==> config.mk <==
export PLATFORM = sky130hd
export DESIGN_NAME = irq_frame_seq
export DESIGN_NICKNAME = d
export VERILOG_FILES = /design/src/rtl/irq_seq_pkg.sv /design/src/rtl/irq_seq_guard.sv /design/src/rtl/irq_seq_frame.sv /design/src/rtl/irq_frame_seq.sv
export SDC_FILE = /design/constraint.sdc
export NUM_CORES = 1
export LEC_CHECK = 0
export BUFFER_PORTS_ARGS = -buffer_cell sky130_fd_sc_hd__buf_4
export CAP_MARGIN = 20
export CORE_MARGIN = 5
export CORE_UTILIZATION = 30
export CTS_CLUSTER_DIAMETER = 200
export DETAILED_ROUTE_END_ITERATION = 8
export GPL_TIMING_DRIVEN = 0
export PLACE_DENSITY_LB_ADDON = 0.12
export SLEW_MARGIN = 20
export SYNTH_ARGS = -nofsm -noshare
export SYNTH_HDL_FRONTEND = slang
export SYNTH_SLANG_ARGS = --single-unit
==> constraint.sdc <==
create_clock -name clk_i -period 6.8 [get_ports clk_i]
set_input_delay 0.34 -clock clk_i [delete_from_list [all_inputs] [get_ports clk_i]]
set_output_delay 0.34 -clock clk_i [all_outputs]
set_load 0.01 [all_outputs]
==> src/rtl/irq_seq_pkg.sv <==
package irq_seq_pkg;

    localparam int WORD_W = 16;
    localparam int SR_W   = 8;
    localparam int PC_W   = 24;
    localparam int LVL_W  = 4;
    localparam int ADDR_W = 16;
    localparam int PRIO_W = LVL_W - 1;

    typedef enum logic [2:0] {
        ST_IDLE,
        ST_PUSH_LO,
        ST_PUSH_HI,
        ST_VECTOR,
        ST_POP_HI,
        ST_POP_LO
    } seq_state_e;

    typedef struct packed {
        seq_state_e          st;
        logic [ADDR_W-1:0]   sp;
        logic [ADDR_W-1:0]   lim;
        logic [SR_W-1:0]     sr;
        logic                ipl3;
        logic [WORD_W-1:0]   lo;
        logic [WORD_W-1:0]   hi;
        logic [PC_W-1:0]     vec;
        logic [LVL_W-1:0]    lvl;
        logic                err;
    } seq_regs_t;

endpackage

==> src/rtl/irq_seq_guard.sv <==
module irq_seq_guard
    import irq_seq_pkg::*;
(
    input  logic [ADDR_W-1:0] sp_i,
    input  logic [ADDR_W-1:0] lim_i,
    output logic              room_o
);
    localparam int EXT_W = ADDR_W + 1;

    logic [EXT_W-1:0] top_addr;

    // Highest byte address the two-word frame would occupy.
    always_comb begin
        top_addr = {1'b0, sp_i} + EXT_W'(2);
        room_o   = (top_addr <= {1'b0, lim_i});
    end
endmodule

==> src/rtl/irq_seq_frame.sv <==
module irq_seq_frame
    import irq_seq_pkg::*;
(
    input  logic [PC_W-2:0]   pc_hi23_i,
    input  logic [SR_W-1:0]   sr_i,
    input  logic              ipl3_i,
    output logic [WORD_W-1:0] lo_o,
    output logic [WORD_W-1:0] hi_o,
    input  logic [WORD_W-1:0] hi_word_i,
    input  logic [WORD_W-1:0] lo_word_i,
    output logic [PC_W-1:0]   pc_o,
    output logic [SR_W-1:0]   sr_o,
    output logic              ipl3_o
);
    localparam int LO_PC_BITS = WORD_W - 1;
    localparam int HI_PC_BITS = PC_W - WORD_W;

    always_comb begin
        lo_o   = {pc_hi23_i[LO_PC_BITS-1:0], ipl3_i};
        hi_o   = {sr_i, pc_hi23_i[PC_W-2:LO_PC_BITS]};
        pc_o   = {hi_word_i[HI_PC_BITS-1:0], lo_word_i[WORD_W-1:1], 1'b0};
        sr_o   = hi_word_i[WORD_W-1:WORD_W-SR_W];
        ipl3_o = lo_word_i[0];
    end
endmodule

==> src/rtl/irq_frame_seq.sv <==
module irq_frame_seq
    import irq_seq_pkg::*;
#(
    parameter logic [15:0] SP_RESET  = 16'h0080,
    parameter logic [15:0] LIM_RESET = 16'h00FE
) (
    input  logic        clk_i,
    input  logic        rst_ni,
    input  logic        take_i,
    input  logic [3:0]  take_lvl_i,
    input  logic [23:0] take_vec_i,
    input  logic [22:0] ret_pc_i,
    input  logic        ret_i,
    input  logic        sr_wr_i,
    input  logic [7:0]  sr_wr_data_i,
    input  logic        lim_wr_i,
    input  logic [15:0] lim_data_i,
    input  logic [15:0] mem_rdata_i,
    output logic        mem_we_o,
    output logic        mem_re_o,
    output logic [15:0] mem_addr_o,
    output logic [15:0] mem_wdata_o,
    output logic        fetch_load_o,
    output logic [23:0] fetch_pc_o,
    output logic        ack_o,
    output logic        busy_o,
    output logic        stk_err_o,
    output logic [7:0]  sr_o,
    output logic        ipl3_o,
    output logic [3:0]  cpu_ipl_o,
    output logic [15:0] sp_o
);
    localparam logic [ADDR_W-1:0] WORD_STEP = ADDR_W'(2);
    localparam int                PRIO_LSB  = SR_W - PRIO_W;

    seq_regs_t r_q, r_d;

    logic              room;
    logic [WORD_W-1:0] pack_lo, pack_hi;
    logic [PC_W-1:0]   pop_pc;
    logic [SR_W-1:0]   pop_sr;
    logic              pop_ipl3;

    irq_seq_guard guard_i (
        .sp_i   (r_q.sp),
        .lim_i  (r_q.lim),
        .room_o (room)
    );

    irq_seq_frame frame_i (
        .pc_hi23_i (ret_pc_i),
        .sr_i      (r_q.sr),
        .ipl3_i    (r_q.ipl3),
        .lo_o      (pack_lo),
        .hi_o      (pack_hi),
        .hi_word_i (r_q.hi),
        .lo_word_i (mem_rdata_i),
        .pc_o      (pop_pc),
        .sr_o      (pop_sr),
        .ipl3_o    (pop_ipl3)
    );

    // Next-state computation.
    always_comb begin
        r_d     = r_q;
        r_d.err = 1'b0;
        if (lim_wr_i) r_d.lim = lim_data_i;
        if (sr_wr_i)  r_d.sr  = sr_wr_data_i;
        unique case (r_q.st)
            ST_IDLE: begin
                if (take_i) begin
                    if (room) begin
                        r_d.st  = ST_PUSH_LO;
                        r_d.lo  = pack_lo;
                        r_d.hi  = pack_hi;
                        r_d.vec = take_vec_i;
                        r_d.lvl = take_lvl_i;
                    end else begin
                        r_d.err = 1'b1;
                    end
                end else if (ret_i) begin
                    r_d.st = ST_POP_HI;
                end
            end
            ST_PUSH_LO: begin
                r_d.sp = r_q.sp + WORD_STEP;
                r_d.st = ST_PUSH_HI;
            end
            ST_PUSH_HI: begin
                r_d.sp   = r_q.sp + WORD_STEP;
                r_d.sr   = {r_q.lvl[PRIO_W-1:0], r_q.sr[PRIO_LSB-1:0]};
                r_d.ipl3 = r_q.lvl[LVL_W-1];
                r_d.st   = ST_VECTOR;
            end
            ST_VECTOR: begin
                r_d.st = ST_IDLE;
            end
            ST_POP_HI: begin
                r_d.sp = r_q.sp - WORD_STEP;
                r_d.hi = mem_rdata_i;
                r_d.st = ST_POP_LO;
            end
            ST_POP_LO: begin
                r_d.sp   = r_q.sp - WORD_STEP;
                r_d.sr   = pop_sr;
                r_d.ipl3 = pop_ipl3;
                r_d.st   = ST_IDLE;
            end
            default: r_d.st = ST_IDLE;
        endcase
    end

    always_ff @(posedge clk_i or negedge rst_ni) begin
        if (!rst_ni) begin
            r_q <= '{st: ST_IDLE, sp: SP_RESET, lim: LIM_RESET, default: '0};
        end else begin
            r_q <= r_d;
        end
    end

    // Outputs decoded from the registered state.
    always_comb begin
        mem_we_o     = (r_q.st == ST_PUSH_LO) || (r_q.st == ST_PUSH_HI);
        mem_re_o     = (r_q.st == ST_POP_HI)  || (r_q.st == ST_POP_LO);
        mem_addr_o   = mem_we_o ? r_q.sp : (r_q.sp - WORD_STEP);
        mem_wdata_o  = (r_q.st == ST_PUSH_LO) ? r_q.lo : r_q.hi;
        ack_o        = (r_q.st == ST_VECTOR);
        fetch_load_o = ack_o || (r_q.st == ST_POP_LO);
        fetch_pc_o   = ack_o ? r_q.vec : pop_pc;
        busy_o       = (r_q.st != ST_IDLE);
        stk_err_o    = r_q.err;
        sr_o         = r_q.sr;
        ipl3_o       = r_q.ipl3;
        cpu_ipl_o    = {r_q.ipl3, r_q.sr[SR_W-1:PRIO_LSB]};
        sp_o         = r_q.sp;
    end
endmodule

# --- Yosys cells after proc, flatten, opt, wreduce, memory -nomap -nowiden ---
# Cells that the tools add are included.
op_classes:
  add_sub_neg: 3
  order_cmp: 1
  n_eq_ne: 9
  muxes: 15
  bitwise_logic: 1
  n_reduce_logical: 16
ops:
  columns: ["op", "n"]
  rows:
  - ["case mux 16 bit (2 select lines)", 2]
  - ["two-way mux 45 bit", 1]
  - ["two-way mux 44 bit", 1]
  - ["two-way mux 16 bit", 2]
  - ["two-way mux 24 bit", 1]
  - ["case mux 9 bit (2 select lines)", 1]
  - ["adder 16 x 2 -> 17 bit (second input constant)", 1]
  - ["less-or-equal comparator 17 x 16 -> 1 bit", 1]
  - ["adder 16 x 2 -> 16 bit (second input constant)", 1]
  - ["subtractor 16 x 2 -> 16 bit (second input constant)", 1]
  - ["case mux 3 bit (4 select lines)", 1]
  - ["two-way mux 3 bit", 3]
  - ["two-way mux 8 bit", 1]
  - ["nonzero test 2 bit", 4]
  - ["equality test 3 x 2 -> 1 bit (second input constant)", 2]
  - ["equality test 3 bit (second input constant)", 2]
  - ["AND reduction 3 bit", 2]
  - ["nonzero test 3 bit", 2]
  - ["AND reduction 2 bit", 2]
  - ["OR reduction 2 bit", 2]
  - ["equality test 3 x 1 -> 1 bit (second input constant)", 1]
  - ["logical NOT 3 bit", 1]
  - ["logical OR 1 bit", 3]
  - ["!= test 3 x 2 -> 1 bit (second input constant)", 1]
  - ["5 further kinds", 6]
totals:
  register_bits: 105
  in_bits: 97
  out_inout_bits: 91

# --- Depth between registers and ports, before layout ---
logic_depth:
  word_depth: 5
  ltp_mapped: 16
  ltp_nobuf: 14

# --- By module ---
# From an unflattened synthesis, not the netlist that was laid out.
unflattened:
  hier_cells: 707
  area_unflattened_um2: 6910.4
modules_own_cells:
  columns: ["module", "n_inst", "cells_each", "area_per_inst_um2"]
  rows:
  - ["irq_frame_seq", 1, 548, 5733.0]
  - ["irq_seq_guard", 1, 93, 685.7]
  - ["irq_seq_frame", 1, 66, 491.7]

# --- Least setup slack after synthesis ---
# No wires, ideal clock.
synth_timing:
  path_kind: "register -> register"
  startpoint: "reg r_q (netlist bit sp_o[1])"
  endpoint: "reg r_q[35] (netlist name)"
  setup_time_ns: 0.125
  arrival_ns: 3.262
  setup_slack_ns: 3.413
  path_stages_with_launch: 15
  path_buffers: 1
  period_less_slack_ns: 3.387
  cell_sequence: "dfrtp_1 > ha_1 > nand3_1 > nor2_1 > nand2_1 > nor3_1 > xor2_1 > ha_1 > nand3_1 > nor3_1 > nand2_1 > o2111ai_1 > clkbuf_1 > o221ai_1 > mux2_4"
synth_between:
  elab_chain_cells: 4
synth_lines:
  columns: ["item", "line", "rtl"]
  rows:
  - ["start, declared", "irq_frame_seq.sv:36", "seq_regs_t r_q, r_d;"]
  - ["start signal, assigned", "irq_frame_seq.sv:117", "r_q <= r_d;"]
  - ["adder 16 x 2 -> 17 bit", "irq_seq_guard.sv:14", "top_addr = {1'b0, sp_i} + EXT_W'(2);"]
  - ["less-or-equal comparator 17 x 16 -> 1 bit", "irq_seq_guard.sv:15", "room_o = (top_addr <= {1'b0, lim_i});"]
  - ["!= test 2 x 1 -> 1 bit (no source line)", null, null]
  - ["AND reduction 3 bit (no source line)", null, null]
# No other way between the ends.
# A chain may end at the register's enable or synchronous reset.

# --- Final worst setup path ---
# Ends and elaborated chain as after synthesis.

==> impl_summary.txt <==
----------------------------------------------------
[Run status]
  Run status ... complete, no violations

[STA]
  Pin slew with the least headroom to its limit ... 0.886 ns
  Setup TNS Final ... 0 ns
  Max-slew violation count ... 0
  Unrepaired setup endpoints after global routing ... no
  Worst hold margin ... about 0.19 ns
  Worst rel slew slack ... 0.408
  Setup Viol. Count Final ... 0
  Hold violation total from the final report ... 0
  Clock skew ... around 0.011 ns
  Maximum operating frequency ... 0.236 GHz
  Final critical delay including setup and external delays ... 4.25 ns
  Post-route clock period utilization ... 0.624
  Fin worst setup slack ... 2.55 ns

[Logic synthesis]
  Post-Syn Area ... 6240 um^2
  Post-synth EDFFs ... 0
  Top cells by area in the synthesized netlist ... sky130_fd_sc_hd__dfrtp_1, sky130_fd_sc_hd__mux2_2, sky130_fd_sc_hd__nand2_1
  Synth Register Bits ... 104
  Basic-gate share of the synthesized area counting and, or, nand and nor cells ... 0.148
  Synth Area per Inst ... 9.48 um^2
  Sequential element share of the synthesized area ... 0.419
  Number of warnings printed during yosys synthesis ... 0
  Commonest register cell after synthesis ... sky130_fd_sc_hd__dfrtp_1
  Fraction of registers with async set/reset ... 1.00
  Area share of the largest cell type after synthesis ... 0.385
  Main combinational cell family by area after synthesis ... simple AND/OR/NAND/NOR gates
  Synth unique cells ... 56
  Cell count after synthesis ... 658
  Synth Area in Compound Gates ... 0.106
  Multiplexer share of the synthesized area ... 0.145
  Xor/xnor cell area share of the yosys netlist ... 0.0534
  Library cell occupying the most area in the post-synthesis netlist ... sky130_fd_sc_hd__dfrtp_1
  Arithmetic-cell share of the synthesized area counting full adders, half adders and majority gates ... 0.0341

[Worst setup path]
  Crit Path Max Fanout ... 10
  Worst stage delay on the critical path ... 0.61 ns
  Critical Setup Path Class ... flop to flop
  Critical-path cell list ... ha_1 > nand3_1 > nor2_1 > nand2_1 > nor3_1 > xor2_1 > ha_1 > nand3_1 > nor3_1 > nand2_1 > o2111ai_1 > clkbuf_1 > o221ai_1 > mux2_4
  Buffers & Inverters on Critical Path ... 1
  Cell class contributing the biggest share of worst-path delay ... simple AND/OR/NAND/NOR gates
  CP Capture Type ... flop
  Launching element type of the critical path ... flop
  Critical path data arrival time ... 4.49 ns
  Slowest cell on the critical path ... sky130_fd_sc_hd__o2111ai_1
  Critical path data required time ... a little over 7 ns

[Die]
  Starting Density ... 0.306
  Overall die height ... 154 um
  Core region area ... 20,400 um^2
  Site row count ... 52
  Die outline area ... around 24,000 um^2
  I/O pin count ... 188
  Die width ... around 150 um

[GRT]
  Remaining Overflow, GRT ... 0
  Wire length of the first global-routing pass ... 30,100 um
  Initial antenna violation count ... 0
  Largest net degree at the start of global routing ... 54
  Vias in the first global route ... 5,411
  Total routing resource utilization after global routing ... 0.161

[Clock tree]
  CTS hold repair buffers ... 1
  Sink Count ... roughly 100
  Clock latency on the worst-skew pair ... 0.36 ns
  Htree depth ... 3
  Post_cts resized ... 0
  Maximum buffer depth of the clock tree ... 2
  Clock slew at reported path FFs ... ~0.070 ns
  Clk Tree Root Cell ... sky130_fd_sc_hd__clkbuf_16
  Clock buffer count from CTS ... 9
  Post-CTS setup repair buffer count ... 0
  TritonCTS clock tree ... yes

[Cells and area]
  Final antenna diode count ... 0
  Most frequent cells in the layout ... sky130_fd_sc_hd__buf_4, sky130_fd_sc_hd__nand2_1, sky130_fd_sc_hd__dfrtp_1
  Filler Cell Count ... ~2,100
  Post-layout net count ... 971
  Layout overhead on the synthesized area ... 33.4%
  Most common cell after layout, fill and taps aside ... sky130_fd_sc_hd__buf_4
  Layout cells sized above 1 ... 0.396

[Detailed routing]
  Vias per cell ... 4.57
  Drt initial violations ... between 200 and 300
  Final routed wirelength across all metal layers ... 19,200 um
  DR pass1 iterations ... 4
  Vias ... 5,174
  Remaining number of nets flagged by the antenna check after routing ... 0
  Remaining design rule violation count ... 0
  Per-cell routed wire length ... 17.0 um

[Pwr]
  P_int ... 2.15 mW
  Net switching power ... 1.37 mW
  Clk pwr share ... 0.157
  Leakage power total ... 4.09 nW
  Maximum VDD drop ... between 0.00015 and 0.0002 V
  Reg power frac ... 0.299
  PwrDens ... 423 nW/um^2
  Part of the power in combinational logic ... 0.545
  Fraction of power spent switching nets ... 0.389

[Placed design]
  DP Wirelength ... 15,000 um
  Final weighted congestion of routability-driven global placement ... 0.819
  Worst setup slack before clock tree synthesis ... 2.52 ns
  IO buf count ... 185

[Job]
  Number of max-capacitance violations reported ... 0

[Hold path]
  Worst hold path class ... input pin to flop

----------------------------------------------------
==> state kept, by name (all words and copies together), names as in the netlist <==
signal / count
r_q: 79
sp_o: 15
sr_o: 8
ipl3_o: 1
stk_err_o: 1
==> cells by family (layout without fill, tap and decap cells) <==
kind of cell / Yosys count / in the layout
adders and majority gates: 17 / 17
buffers and inverters: 108 / 310
AOI/OAI and AO/OA: 101 / 101
xor gates and xnor gates: 38 / 38
other: 1 / 2
DFF: 104 / 104
muxes: 77 / 77
and+or+nand+nor: 212 / 212
==> per-layer routing <==
metal  vias to the layer above  part of all wire  global-route usage  wire length (um)
li1                       2598                 -                   -                 -
met1                      2401              0.44               0.203              8420
met2                       163              0.47               0.268              9050
met3                        12             0.080              0.0595              1540
met4                         0            0.0084              0.0265               162
met5                         -                 0                   0                 0
==> worst paths after layout <==
check | start | end | slack (ns) | cells past startpoint
max | sp_o[1] | r_q[35] | 2.55 | 14
min | lim_data_i[7] | r_q[77] | 0.19 | 3
max reg2reg | sp_o[1] | r_q[35] | 2.55 | 14
min reg2reg | r_q[5] | r_q[5] | 0.50 | 1
max in group asynchronous | rst_ni | r_q[36] | 5.64 | 3
min in group asynchronous | rst_ni | sp_o[2] | 0.51 | 2
==> stage by stage <==
step / power [mW] / area, um^2 / instances / util
3_5_place_dp: 3.01 / 8000 / 1115 / 0.393
4_1_cts: 3.58 / 8320 / 1131 / 0.408
6_report: 3.52 / 8320 / 1131 / 0.408
2_1_floorplan: 2.23 / 6240 / 659 / -
5_1_grt: 3.80 / 8320 / 1131 / 0.408
3_3_place_gp: 2.99 / 7970 / 1114 / 0.391
==> cell usage after synthesis, types with 5 or more instances <==
| library cell | instances |
|---|---|
| sky130_fd_sc_hd__nand2_1 | 129 |
| sky130_fd_sc_hd__dfrtp_1 | 96 |
| sky130_fd_sc_hd__mux2_2 | 67 |
| sky130_fd_sc_hd__inv_1 | 40 |
| sky130_fd_sc_hd__nor2_1 | 35 |
| sky130_fd_sc_hd__o21ai_0 | 32 |
| sky130_fd_sc_hd__buf_4 | 31 |
| sky130_fd_sc_hd__a21oi_1 | 21 |
| sky130_fd_sc_hd__xnor2_1 | 19 |
| sky130_fd_sc_hd__xor2_1 | 19 |
| sky130_fd_sc_hd__clkbuf_1 | 17 |
| sky130_fd_sc_hd__ha_1 | 17 |
| sky130_fd_sc_hd__buf_2 | 10 |
| sky130_fd_sc_hd__mux2_4 | 10 |
| sky130_fd_sc_hd__nand3_1 | 10 |
| sky130_fd_sc_hd__nor3_1 | 9 |
| sky130_fd_sc_hd__a32oi_1 | 8 |
| sky130_fd_sc_hd__dfstp_2 | 8 |
| sky130_fd_sc_hd__o221ai_1 | 8 |
| sky130_fd_sc_hd__o22ai_1 | 8 |
| sky130_fd_sc_hd__a22oi_1 | 7 |
| sky130_fd_sc_hd__buf_6 | 5 |
==> power by group through the flow <==
stage | Sequential, mW | Clock, mW | Combinational, mW
after floorplan | 0.997 | 0 | 1.23
after global placement | 1.06 | 0 | 1.93
after detailed placement | 1.07 | 0 | 1.94
after CTS | 1.05 | 0.571 | 1.95
after global routing | 1.08 | 0.593 | 2.12
final | 1.05 | 0.551 | 1.92
==> cell type report <==
| type | count | area, um^2 | share of cell area |
|---|---|---|---|
| Timing Repair Buffer | 187 | 1430 | 0.172 |
| Multi-Input combinational cell | 447 | 3040 | 0.366 |
| Inverter | 41 | 154 | 0.0185 |
| Sequential cell | 104 | 2610 | 0.314 |
| Buffer | 67 | 435 | 0.0523 |
| Clock buffer | 10 | 239 | 0.0287 |
| Tap cell | 270 | 338 | 0.0406 |
| Clock inverter | 5 | 65.1 | 0.00782 |
==> tightest hold or removal path, cell delays in order <==
cell                      delay (ns)
sky130_fd_sc_hd__buf_4          0.08
sky130_fd_sc_hd__nand2_1        0.04
sky130_fd_sc_hd__o21ai_0        0.06
(Power assumes the default switching activity.)
